[config.mk]
export PLATFORM = sky130hd
export DESIGN_NAME = dual_port_xcvr
export DESIGN_NICKNAME = d
export VERILOG_FILES = /design/src/rtl/xcvr_pkg.sv /design/src/rtl/xcvr_strobe_sync.sv /design/src/rtl/xcvr_path.sv /design/src/rtl/dual_port_xcvr.sv
export SDC_FILE = /design/constraint.sdc
export NUM_CORES = 1
export LEC_CHECK = 0
export BUFFER_PORTS_ARGS = -buffer_cell sky130_fd_sc_hd__buf_2
export CAP_MARGIN = 20
export CORE_ASPECT_RATIO = 1.5
export CORE_MARGIN = 2
export CORE_UTILIZATION = 50
export DETAILED_ROUTE_END_ITERATION = 10
export PLACE_DENSITY = 0.8
export SYNTH_ARGS = -nofsm -noshare
export SYNTH_HDL_FRONTEND = slang
export SYNTH_SLANG_ARGS = --single-unit
[constraint.sdc]
create_clock -name clk -period 1.45 [get_ports clk]
set_clock_uncertainty 0.15 [all_clocks]
set_input_delay 0.0725 -clock clk [delete_from_list [all_inputs] [get_ports clk]]
set_output_delay 0.0725 -clock clk [all_outputs]
set_load 0.005 [all_outputs]
[src/rtl/xcvr_pkg.sv]
package xcvr_pkg;
  typedef enum logic {
    SRC_LIVE   = 1'b0,
    SRC_STORED = 1'b1
  } src_sel_e;
endpackage

[src/rtl/xcvr_strobe_sync.sv]
module xcvr_strobe_sync #(
  parameter int STAGES = 2
) (
  input  logic clk,
  input  logic rst,
  input  logic strobe,
  output logic pulse
);
  localparam int LEN = STAGES + 1;

  logic [LEN-1:0] chain;

  always_ff @(posedge clk) begin
    if (rst) chain <= '0;
    else     chain <= {chain[LEN-2:0], strobe};
  end

  assign pulse = chain[STAGES-1] & ~chain[STAGES];

  // one detected edge gives a single-cycle pulse
  p_single_pulse_r9: assert property (@(posedge clk) disable iff (rst)
    pulse |=> !pulse);
endmodule

[src/rtl/xcvr_path.sv]
module xcvr_path
  import xcvr_pkg::*;
#(
  parameter int W = 8
) (
  input  logic         clk,
  input  logic         rst,
  input  logic         cap,
  input  logic [W-1:0] cap_val,
  input  logic         en,
  input  src_sel_e     sel,
  input  logic         hold,
  input  logic [W-1:0] own_val,
  output logic [W-1:0] drv,
  output logic         drv_en,
  output logic [W-1:0] stored
);
  logic [W-1:0] next_drv;

  function automatic logic [W-1:0] pick(input src_sel_e s, input logic hl,
                                        input logic [W-1:0] live,
                                        input logic [W-1:0] reg_v,
                                        input logic [W-1:0] keep);
    if (hl)                 return keep;
    else if (s == SRC_LIVE) return live;
    else                    return reg_v;
  endfunction

  assign next_drv = pick(sel, hold, cap_val, stored, own_val);

  always_ff @(posedge clk) begin
    if (rst) begin
      stored <= '0;
      drv    <= '0;
      drv_en <= 1'b0;
    end else begin
      if (cap) stored <= cap_val;
      drv    <= next_drv;
      drv_en <= en;
    end
  end

  p_enable_follow_r1: assert property (@(posedge clk) disable iff (rst)
    en |=> drv_en);
  p_capture_r3: assert property (@(posedge clk) disable iff (rst)
    cap |=> stored == $past(cap_val));
  p_stored_src_r2: assert property (@(posedge clk) disable iff (rst)
    (sel == SRC_STORED && !hold) |=> drv == $past(stored));
  p_keep_r6: assert property (@(posedge clk) disable iff (rst)
    (hold && drv_en) |=> drv == $past(drv));
  p_reset_r8: assert property (@(posedge clk)
    rst |=> (stored == '0 && !drv_en));
endmodule

[src/rtl/dual_port_xcvr.sv]
module dual_port_xcvr
  import xcvr_pkg::*;
#(
  parameter int W           = 8,
  parameter int SYNC_STAGES = 2
) (
  input  logic         clk,
  input  logic         rst,
  input  logic [W-1:0] a_in,
  output logic [W-1:0] a_drv,
  output logic         a_drv_en,
  input  logic [W-1:0] b_in,
  output logic [W-1:0] b_drv,
  output logic         b_drv_en,
  input  logic         ab_en,
  input  logic         ba_en_n,
  input  logic         ab_src,
  input  logic         ba_src,
  input  logic         a_strobe,
  input  logic         b_strobe
);
  function automatic logic [W-1:0] resolve(input logic oe,
                                           input logic [W-1:0] own,
                                           input logic [W-1:0] ext);
    return oe ? own : ext;
  endfunction

  logic [W-1:0] a_res, b_res, a_reg, b_reg;
  logic         a_cap, b_cap, hold, ba_en;

  assign a_res = resolve(a_drv_en, a_drv, a_in);
  assign b_res = resolve(b_drv_en, b_drv, b_in);
  assign ba_en = ~ba_en_n;
  assign hold  = ab_en & ba_en & ~ab_src & ~ba_src;

  xcvr_strobe_sync #(.STAGES(SYNC_STAGES)) u_sync_a (
    .clk(clk), .rst(rst), .strobe(a_strobe), .pulse(a_cap));
  xcvr_strobe_sync #(.STAGES(SYNC_STAGES)) u_sync_b (
    .clk(clk), .rst(rst), .strobe(b_strobe), .pulse(b_cap));

  xcvr_path #(.W(W)) u_path_ab (
    .clk(clk), .rst(rst), .cap(a_cap), .cap_val(a_res),
    .en(ab_en), .sel(src_sel_e'(ab_src)), .hold(hold), .own_val(b_res),
    .drv(b_drv), .drv_en(b_drv_en), .stored(a_reg));

  xcvr_path #(.W(W)) u_path_ba (
    .clk(clk), .rst(rst), .cap(b_cap), .cap_val(b_res),
    .en(ba_en), .sel(src_sel_e'(ba_src)), .hold(hold), .own_val(a_res),
    .drv(a_drv), .drv_en(a_drv_en), .stored(b_reg));

  p_isolate_r1: assert property (@(posedge clk) disable iff (rst)
    (!ab_en && ba_en_n) |=> (!a_drv_en && !b_drv_en));
  p_swap_r5: assert property (@(posedge clk) disable iff (rst)
    (a_cap && b_cap && a_drv_en && b_drv_en)
      |=> (a_reg == $past(a_drv) && b_reg == $past(b_drv)));
  p_live_r4: assert property (@(posedge clk) disable iff (rst)
    (ba_en && !ba_src && !hold) |=> a_drv == $past(b_res));
endmodule

==> flow_summary.toml, run 1 <==
[synth]
synth_nets = 185
synth_area_leaders = "dfxtp_1 46%, mux2i_1 9.2%, mux2_2 8.4%, a211oi_1 6.9%, o22ai_2 5.8%"
synth_cell_types = 18
synthCells = 161
async_flop_share_pct = 0
synth_most_common_cell = "dfxtp_1"
synth.avg_cell_area_um2 = 10.8
yosysSeqAreaShare_pct = 46.2
dominantRegCellSynth = "dfxtp_1"
yosysWarnings = 0
yosysTopAreaCell = "dfxtp_1"
synth_common_cells = "40 x dfxtp_1, 17 x nor2_1, 16 x a211oi_1, 16 x inv_1, 16 x mux2i_1"
synth_top_cell_area_share_pct = 46.2
netlist_area_um2 = 1730
synth-seq-cells = 40
synth-edff-count = 0

[routing]
firstDrtPassIters = 4
wl_um = 3710
routedWlPerCell_um = 14.0
vias = 1320
viasPerCell = 5.00
drtIter0Drc = 17
antenna_left = 0
drcViolationCount = 0

[timing]
maxSlewHeadroom_pct = 79.4
fin_crit_sh_pct = 95.7
period_needed_ns = 1.39
setup_tns_ns = 0
worst_pin_slew_ns = 0.301
finalWorstSetupSlack_ns = 0.0622
drv_slew = 0
max_freq_mhz = 721
grt_setup_unrepaired = "no"
setup_viol_count_final = 0
hold_viol_final = 0

[min_path]
whs_endpoint = "u_path_ba.drv[2]"
worstHoldStart = "a_in[2]"
hold_path_class = "input pin to flip-flop"
hold_path_depth = 3

[setup_path]
crit_path_start_kind = "input pin"
criticalPathCategory = "input pin to flip-flop"
worst_path_most_repeated_cell = "dlygate4sd3_1"
reg2regPathDepth = 4
worst_path_max_delay_cell = "dlygate4sd3_1"
r2r-end = "u_path_ab.drv[5]"
worstPathRequired_ns = 1.47
r2r_slack_ns = 0.09
crit_arrival_ns = 1.41
cp-end-kind = "flip-flop"
path_max_fanout = 9
cp_cell_sequence = "dlygate4sd3_1 -> clkbuf_4 -> nor2b_2 -> dlygate4sd3_1"
rr_startpoint = "u_path_ba.drv_en"
cpPeakStageDelay_ns = 0.55

[cts]
clk_pin_slew_worst_paths_ns = 0.07
clockRootBuffer = "clkbuf_8"
cts_made_buffers = 5
cts_setup_buffers = 0
clock_latency_ns = 0.29
clockBufferDepth = 2
cts_tree = "built"
htreeDepth = 2
clkSinkCount = 40

[global_routing]
grt.total_usage_pct = 20.4
grt_pass1_wl_um = 6040
grt_max_degree = 18
overflow = 0
antenna_found_initial = 0
grt_pass1_vias = 1334

[die]
fp.coreArea_um2 = 3350
start_util_pct = 51.7
ios = 42
fp.dieH_um = 76.1
rows = 26
die_width_um = 52.1
dieArea_um2 = 3960

[placement]
io_buffers = 41
dp_hpwl_um = 2720
gp_congestion = 0.816
place_worst_setup_slack_ns = 0.0694

[finish]
nFillCells = 291
diodes = 0
syn_to_final_growth_pct = 26.4
fin_nets = 248
post-route-util_pct = 65.4
layout-drive-gt1-share_pct = 41.0

[power_and_ir_drop]
p_leak_nw = 0.912
ir_worst_vdd_v = 0.000880
power_density_nw_per_um2 = 1010

[outcome]
status = "finished, final reports clean"

[flow_run]
cap_violations = 0
[what timing repair did]
item,CTS,global route
endpoints found under the setup margin,0,11
gates resized for setup,0,4
hold endpoints to repair,11,0
hold buffers,8,0
[routing by layer]
layer | track usage (%) | routed length (µm)
met2 | 34.2 | 1960
met4 | 7.11 | 48
met3 | 6.86 | 181
met5 | 0 | 0
met1 | 23.5 | 1520
[how the worst max path moves through the flow]
stage          cells past startpoint             start                 to  slack (ns)
3_5_place_dp                       4  u_path_ba.drv_en   u_path_ab.drv[5]        0.07
5_1_grt                            4               rst  u_sync_b.chain[0]        0.02
4_1_cts                            5               rst   u_path_ba.drv[3]        0.01
2_1_floorplan                      4  u_path_ba.drv_en   u_path_ab.drv[6]        0.15
3_3_place_gp                       4  u_path_ab.drv_en   u_path_ba.drv[3]        0.16
6_report                           4               rst  u_sync_b.chain[0]        0.06
[flip-flops by register name (all words and copies together), names as in the netlist]
name	flops
u_path_ab.drv_en	1
u_path_ab.stored	8
u_sync_a.chain	3
u_sync_b.chain	3
u_path_ba.drv	8
u_path_ab.drv	8
u_path_ba.drv_en	1
u_path_ba.stored	8
[area by class of cell]
cell class / count / area, µm² / area share [%]
timing repair buffer: 68 / 430 / 19.6
clock buffer: 5 / 68.8 / 3.14
multi-input combinational: 93 / 778 / 35.5
sequential: 40 / 801 / 36.6
tap: 42 / 52.6 / 2.40
inverter: 16 / 60.1 / 2.74
[cells in the final DEF (no fill, tap or decap)]
master          n
a21o_4          1
mux2i_1        16
a211oi_1       16
nor2b_2         2
clkbuf_4        1
dfxtp_1        40
nor2b_1         7
buf_2          40
dlygate4sd3_1   8
mux2_1          3
buf_4          19
mux2_2         13
nor3_4          1
clkbuf_8        5
inv_1          16
o22ai_1         8
nand2_4         1
o22ai_2         8
nor2_1         17
[worst max-delay path: cells and delay by family]
kind,cells,cell delay [ns]
buffers and inverters,3,1.28
and+or+nand+nor,1,0.05
[power by group]
| part | switching, mW | internal, mW | leakage, nW |
|---|---|---|---|
| combinational | 0.175 | 0.207 | 0.548 |
| clock | 0.338 | 0.310 | 0.0359 |
| sequential | 0.0297 | 1.16 | 0.328 |
| total | 0.542 | 1.68 | 0.912 |
[per-stage QoR]
step	area [µm²]	hold slack (ns)	std cells	total power, mW
after floorplan	1730	-0.00589	161	1.44
after CTS	2180	0.0154	264	2.24
final	2190	0.0131	264	2.22
after detailed placement	2030	0.145	251	1.58
after global placement	2030	0.134	251	1.57
after global routing	2190	0.0134	264	2.32
[kinds of logic after synthesis]
| family | Yosys count | synth area share [%] |
|---|---|---|
| buf+inv | 28 | 9.46 |
| compound gates | 33 | 16.5 |
| flops | 40 | 46.2 |
| simple gates | 28 | 8.23 |
| mux | 32 | 19.6 |
Note: power is estimated with default switching activity, not from simulation.
==> run 2, diff against run 1 <==
==> constraint.sdc (replaced) <==
create_clock -name clk -period 1.73 [get_ports clk]
set_clock_uncertainty 0.15 [all_clocks]
set_input_delay 0.0865 -clock clk [delete_from_list [all_inputs] [get_ports clk]]
set_output_delay 0.0865 -clock clk [all_outputs]
set_load 0.005 [all_outputs]
==> run 2 against run 1 <==
Against the previous run: final area fell by 1.1%; cell count fell by 1.9%; utilization shrank 0.71 points; die area did not move; non-clock buffer count shrank 8; global-route usage fell by 0.95 points.
==> flow_summary.toml, run 2 (synthesis gave the netlist of run 1 again) <==
[routing]
drcViolationCount = 0
wl_met1_um = 1610
routedWlPerCell_um = 14.0
antenna_left = 0
wl_um = 3630
drtIter0Drc = 27
vias = 1326
routed-wl-met2_um = 1830
viasPerCell = 5.12
route.top_layer_used = "met4"
firstDrtPassIters = 4
dr_wl_met3_um = 154

[placement]
placed_cell_area_um2 = 1940
gp_congestion = 0.808
io_buffers = 41
dp_hpwl_um = 2520

[cts]
clock_latency_ns = 0.30
clkSinkCount = 40
htreeDepth = 2
clockRootBuffer = "clkbuf_8"
cts_made_buffers = 5
cts_tree = "built"
clockBufferDepth = 2
post_cts_resized = 0
clk_pin_slew_worst_paths_ns = 0.08

[global_routing]
grt_pass1_vias = 1222
grt_max_degree = 20
grt_pass1_wl_um = 5800
antenna_found_initial = 0
overflow = 0
grt.total_usage_pct = 19.5

[setup_path]
crit_arrival_ns = 1.58
r2r_slack_ns = 0.17
rr_startpoint = "u_path_ba.drv_en"
critPathCapture = "u_path_ab.drv[3]"
startpoint = "u_path_ba.drv_en"
cp_cell_sequence = "buf_4 -> mux2i_1 -> mux2_2 -> o22ai_2"
worst_path_max_delay_cell = "dfxtp_1"
r2r-end = "u_path_ab.drv[3]"
criticalPathCategory = "flip-flop to flip-flop"
reg2regPathDepth = 4
path_max_fanout = 5
crit_path_start_kind = "flip-flop"
cp-end-kind = "flip-flop"
worstPathRequired_ns = 1.76
cpPeakStageDelay_ns = 0.46

[die]
rows = 26
dieArea_um2 = 3960
ios = 42
start_util_pct = 51.7
fp.dieH_um = 76.1
die_width_um = 52.1
fp.coreArea_um2 = 3350

[timing]
setup_viol_count_final = 0
period_needed_ns = 1.56
fin_crit_sh_pct = 89.9
grt_setup_unrepaired = "no"
worst_pin_slew_ns = 0.393
max_freq_mhz = 643
maxSlewHeadroom_pct = 73.7
hold_viol_final = 0
timing.hold.ws_ns = 0.00719
drv_slew = 0
setup_tns_ns = 0

[finish]
fin_nets = 240
diodes = 0
syn_to_final_growth_pct = 25.1
final_area_um2 = 2170
layout_commonest_cell = "buf_2"
layout-drive-gt1-share_pct = 36.4
final_cell_mix = "41 x buf_2, 40 x dfxtp_1, 17 x nor2_1"
nFillCells = 267

[power_and_ir_drop]
p_leak_nw = 0.878
power_density_nw_per_um2 = 939
ir_worst_vdd_v = 0.000879

[outcome]
status = "finished, final reports clean"

[min_path]
hold_path_class = "input pin to flip-flop"
hold_path_depth = 3

[flow_run]
cap_violations = 0
-- run 2: worst min path at each step --
stage | from | endpoint
2_1_floorplan | rst | u_sync_a.chain[2]
3_3_place_gp | b_strobe | u_sync_b.chain[0]
3_5_place_dp | a_strobe | u_sync_a.chain[0]
4_1_cts | a_in[5] | u_path_ba.drv[5]
5_1_grt | a_in[5] | u_path_ba.drv[5]
6_report | a_in[0] | u_path_ba.drv[0]
-- run 2: layout make-up --
class / count / area (µm²) / share of cell area, %
tap: 42 / 52.6 / 2.42
clock inverter: 2 / 35.0 / 1.62
sequential: 40 / 801 / 37.0
clock buffer: 6 / 72.6 / 3.35
timing repair buffer: 60 / 378 / 17.4
multi-input combinational: 93 / 768 / 35.5
inverter: 16 / 60.1 / 2.77
-- run 2: layer usage --
layer / vias to the layer above / GRT usage, %
met5: - / 0
met4: 0 / 5.53
met2: 33 / 32.3
met1: 620 / 24.0
li1: 670 / -
met3: 3 / 5.49
-- run 2: worst max-delay path, delay by kind of cell (launching register included) --
| family | cells | cell delay, ns |
|---|---|---|
| flops | 1 | 0.46 |
| compound gates | 1 | 0.07 |
| buf+inv | 1 | 0.21 |
| mux | 2 | 0.55 |
-- run 2: what timing repair did --
item,4_1_cts,5_1_grt
endpoints found under the setup margin,0,0
hold buffers,12,0
hold endpoints to repair,13,0
buffers inserted,0,0
-- run 2: power breakdown --
group | internal, mW | leakage [nW] | switching [mW]
Sequential | 0.974 | 0.328 | 0.0275
Combinational | 0.153 | 0.494 | 0.137
Clock | 0.428 | 0.0552 | 0.315
Total | 1.55 | 0.878 | 0.480
-- run 2: metrics by stage --
step	power, mW	setup WS, ns	instances	utilization [%]
6_report	2.03	0.174	259	64.7
5_1_grt	2.12	0.0921	259	64.7
3_3_place_gp	1.28	0.284	239	57.9
4_1_cts	2.05	0.168	259	64.7
2_1_floorplan	1.20	0.431	161	-
3_5_place_dp	1.29	0.172	239	57.9
==> run 3, diff against run 2 <==
--- a/config.mk
+++ b/config.mk
@@ -9,9 +9,9 @@
 export CAP_MARGIN = 20
 export CORE_ASPECT_RATIO = 1.5
 export CORE_MARGIN = 2
-export CORE_UTILIZATION = 50
+export CORE_UTILIZATION = 56
 export DETAILED_ROUTE_END_ITERATION = 10
-export PLACE_DENSITY = 0.8
+export PLACE_DENSITY = 0.88
 export SYNTH_ARGS = -nofsm -noshare
 export SYNTH_HDL_FRONTEND = slang
 export SYNTH_SLANG_ARGS = --single-unit
==> run 3 against run 2 <==
Against the previous run: critical path depth unchanged; largest power group unchanged; cell count down 2.7%; highest routed layer unchanged; clock power down 0.5%; fmax down 0.31%.
==> flow_summary.toml, run 3 (synthesis gave the netlist of run 1 again) <==
[min_path]
hold_path_class = "input pin to flip-flop"

[routing]
drtIter0Drc = 33
wl_um = 4010
vias = 1376
viasPerCell = 5.46
drcViolationCount = 0
antenna_left = 0
firstDrtPassIters = 6
routedWlPerCell_um = 15.9

[timing]
hold_viol_final = 0
grt_setup_unrepaired = "no"
setup_viol_count_final = 0
maxSlewHeadroom_pct = 74.9
fin_crit_sh_pct = 90.2
drv_slew = 0
max_freq_mhz = 641
setup_tns_ns = 0
period_needed_ns = 1.56
worst_pin_slew_ns = 0.366

[global_routing]
grt.total_usage_pct = 24.3
grt_pass1_vias = 1426
overflow = 0
antenna_found_initial = 0
grt_max_degree = 25
grt_pass1_wl_um = 6550

[die]
die_width_um = 49.4
fp.coreArea_um2 = 2940
dieArea_um2 = 3560
fp.dieH_um = 72.1
rows = 24
start_util_pct = 58.9
ios = 42

[setup_path]
crit_path_start_kind = "flip-flop"
cp-end-kind = "flip-flop"
crit_arrival_ns = 1.56
worstPathRequired_ns = 1.73
path_max_fanout = 6
criticalPathCategory = "flip-flop to flip-flop"

[cts]
cts_made_buffers = 5
clkSinkCount = 40
clockRootBuffer = "clkbuf_8"
htreeDepth = 2
cts_setup_buffers = 0
clockBufferDepth = 2
clock_latency_ns = 0.29
clk_pin_slew_worst_paths_ns = 0.08
cts_tree = "built"
post_cts_resized = 0

[finish]
layout_commonest_cell = "buf_2"
post-route-util_pct = 72.2
fin_nets = 236
syn_to_final_growth_pct = 22.5
layout-drive-gt1-share_pct = 37.1
register_area_um2 = 801
diodes = 0
multiInputGateArea_um2 = 768
nFillCells = 227
final_cell_mix = "41 x buf_2, 40 x dfxtp_1, 17 x nor2_1"

[power_and_ir_drop]
power_density_nw_per_um2 = 957
p_leak_nw = 0.861
ir_worst_vdd_v = 0.000724

[outcome]
status = "finished, final reports clean"

[placement]
gp_congestion = 0.824
io_buffers = 41
dp_hpwl_um = 2790

[flow_run]
cap_violations = 0
-- run 3: cell types whose count changed in the layout (fill, tap and decap cells not counted), sizes merged --
cell / previous run / this run
dlygate4sd3: 12 / 8
-- run 3: metrics by stage --
| stage | instance area, µm² | instances | worst slack (ns) | hold slack [ns] | power, mW |
|---|---|---|---|---|---|
| after detailed placement | 1940 | 236 | 0.201 | 0.143 | 1.29 |
| after global placement | 1940 | 236 | 0.305 | 0.138 | 1.28 |
| final | 2120 | 252 | 0.169 | 0.0107 | 2.03 |
| after floorplan | 1730 | 161 | 0.431 | 0.00811 | 1.20 |
| after CTS | 2120 | 252 | 0.185 | 0.000392 | 2.04 |
| after global routing | 2120 | 252 | 0.0929 | 0.0118 | 2.10 |
-- run 3: metal layers --
layer  vias to the layer above  share of wire [%]  track usage, %
li1                        657                  -               -
met1                       671                 39            25.2
met2                        38                 55            46.1
met3                        10                3.9            5.56
met4                         0                2.1            10.2
met5                         -                  0               0
-- run 3: worst paths after layout --
path                            end  slack (ns)  cells after the start              start
setup / recovery   u_path_ab.drv[1]        0.17                      4   u_path_ba.drv_en
setup reg to reg   u_path_ab.drv[1]        0.17                      4   u_path_ba.drv_en
hold / removal     u_path_ab.drv[6]        0.01                      3            b_in[6]
hold reg to reg   u_sync_b.chain[1]        0.31                      1  u_sync_b.chain[0]
-- run 3: critical path: stages, from the launching register on --
cell and delay (ns):
dfxtp_1 0.42, buf_4 0.20, mux2i_1 0.33, mux2_2 0.22
o22ai_1 0.09
-- run 3: power by group --
part           total [mW]  internal (mW)  switching (mW)  leakage, nW
clock               0.739          0.428           0.311       0.0552
combinational       0.291          0.146           0.145        0.478
sequential           1.00          0.974          0.0286        0.328
-- run 3: timing repair --
item                                    4_1_cts  5_1_grt
hold buffers                                  8        0
endpoints found under the setup margin        0        0
endpoints found under the hold margin         7        0
-- run 3: layout make-up --
class	count	share of cell area, %
inverter	16	2.83
clock buffer	6	3.42
tap	39	2.30
timing repair buffer	56	15.9
clock inverter	2	1.65
sequential	40	37.7
multi-input combinational	93	36.2
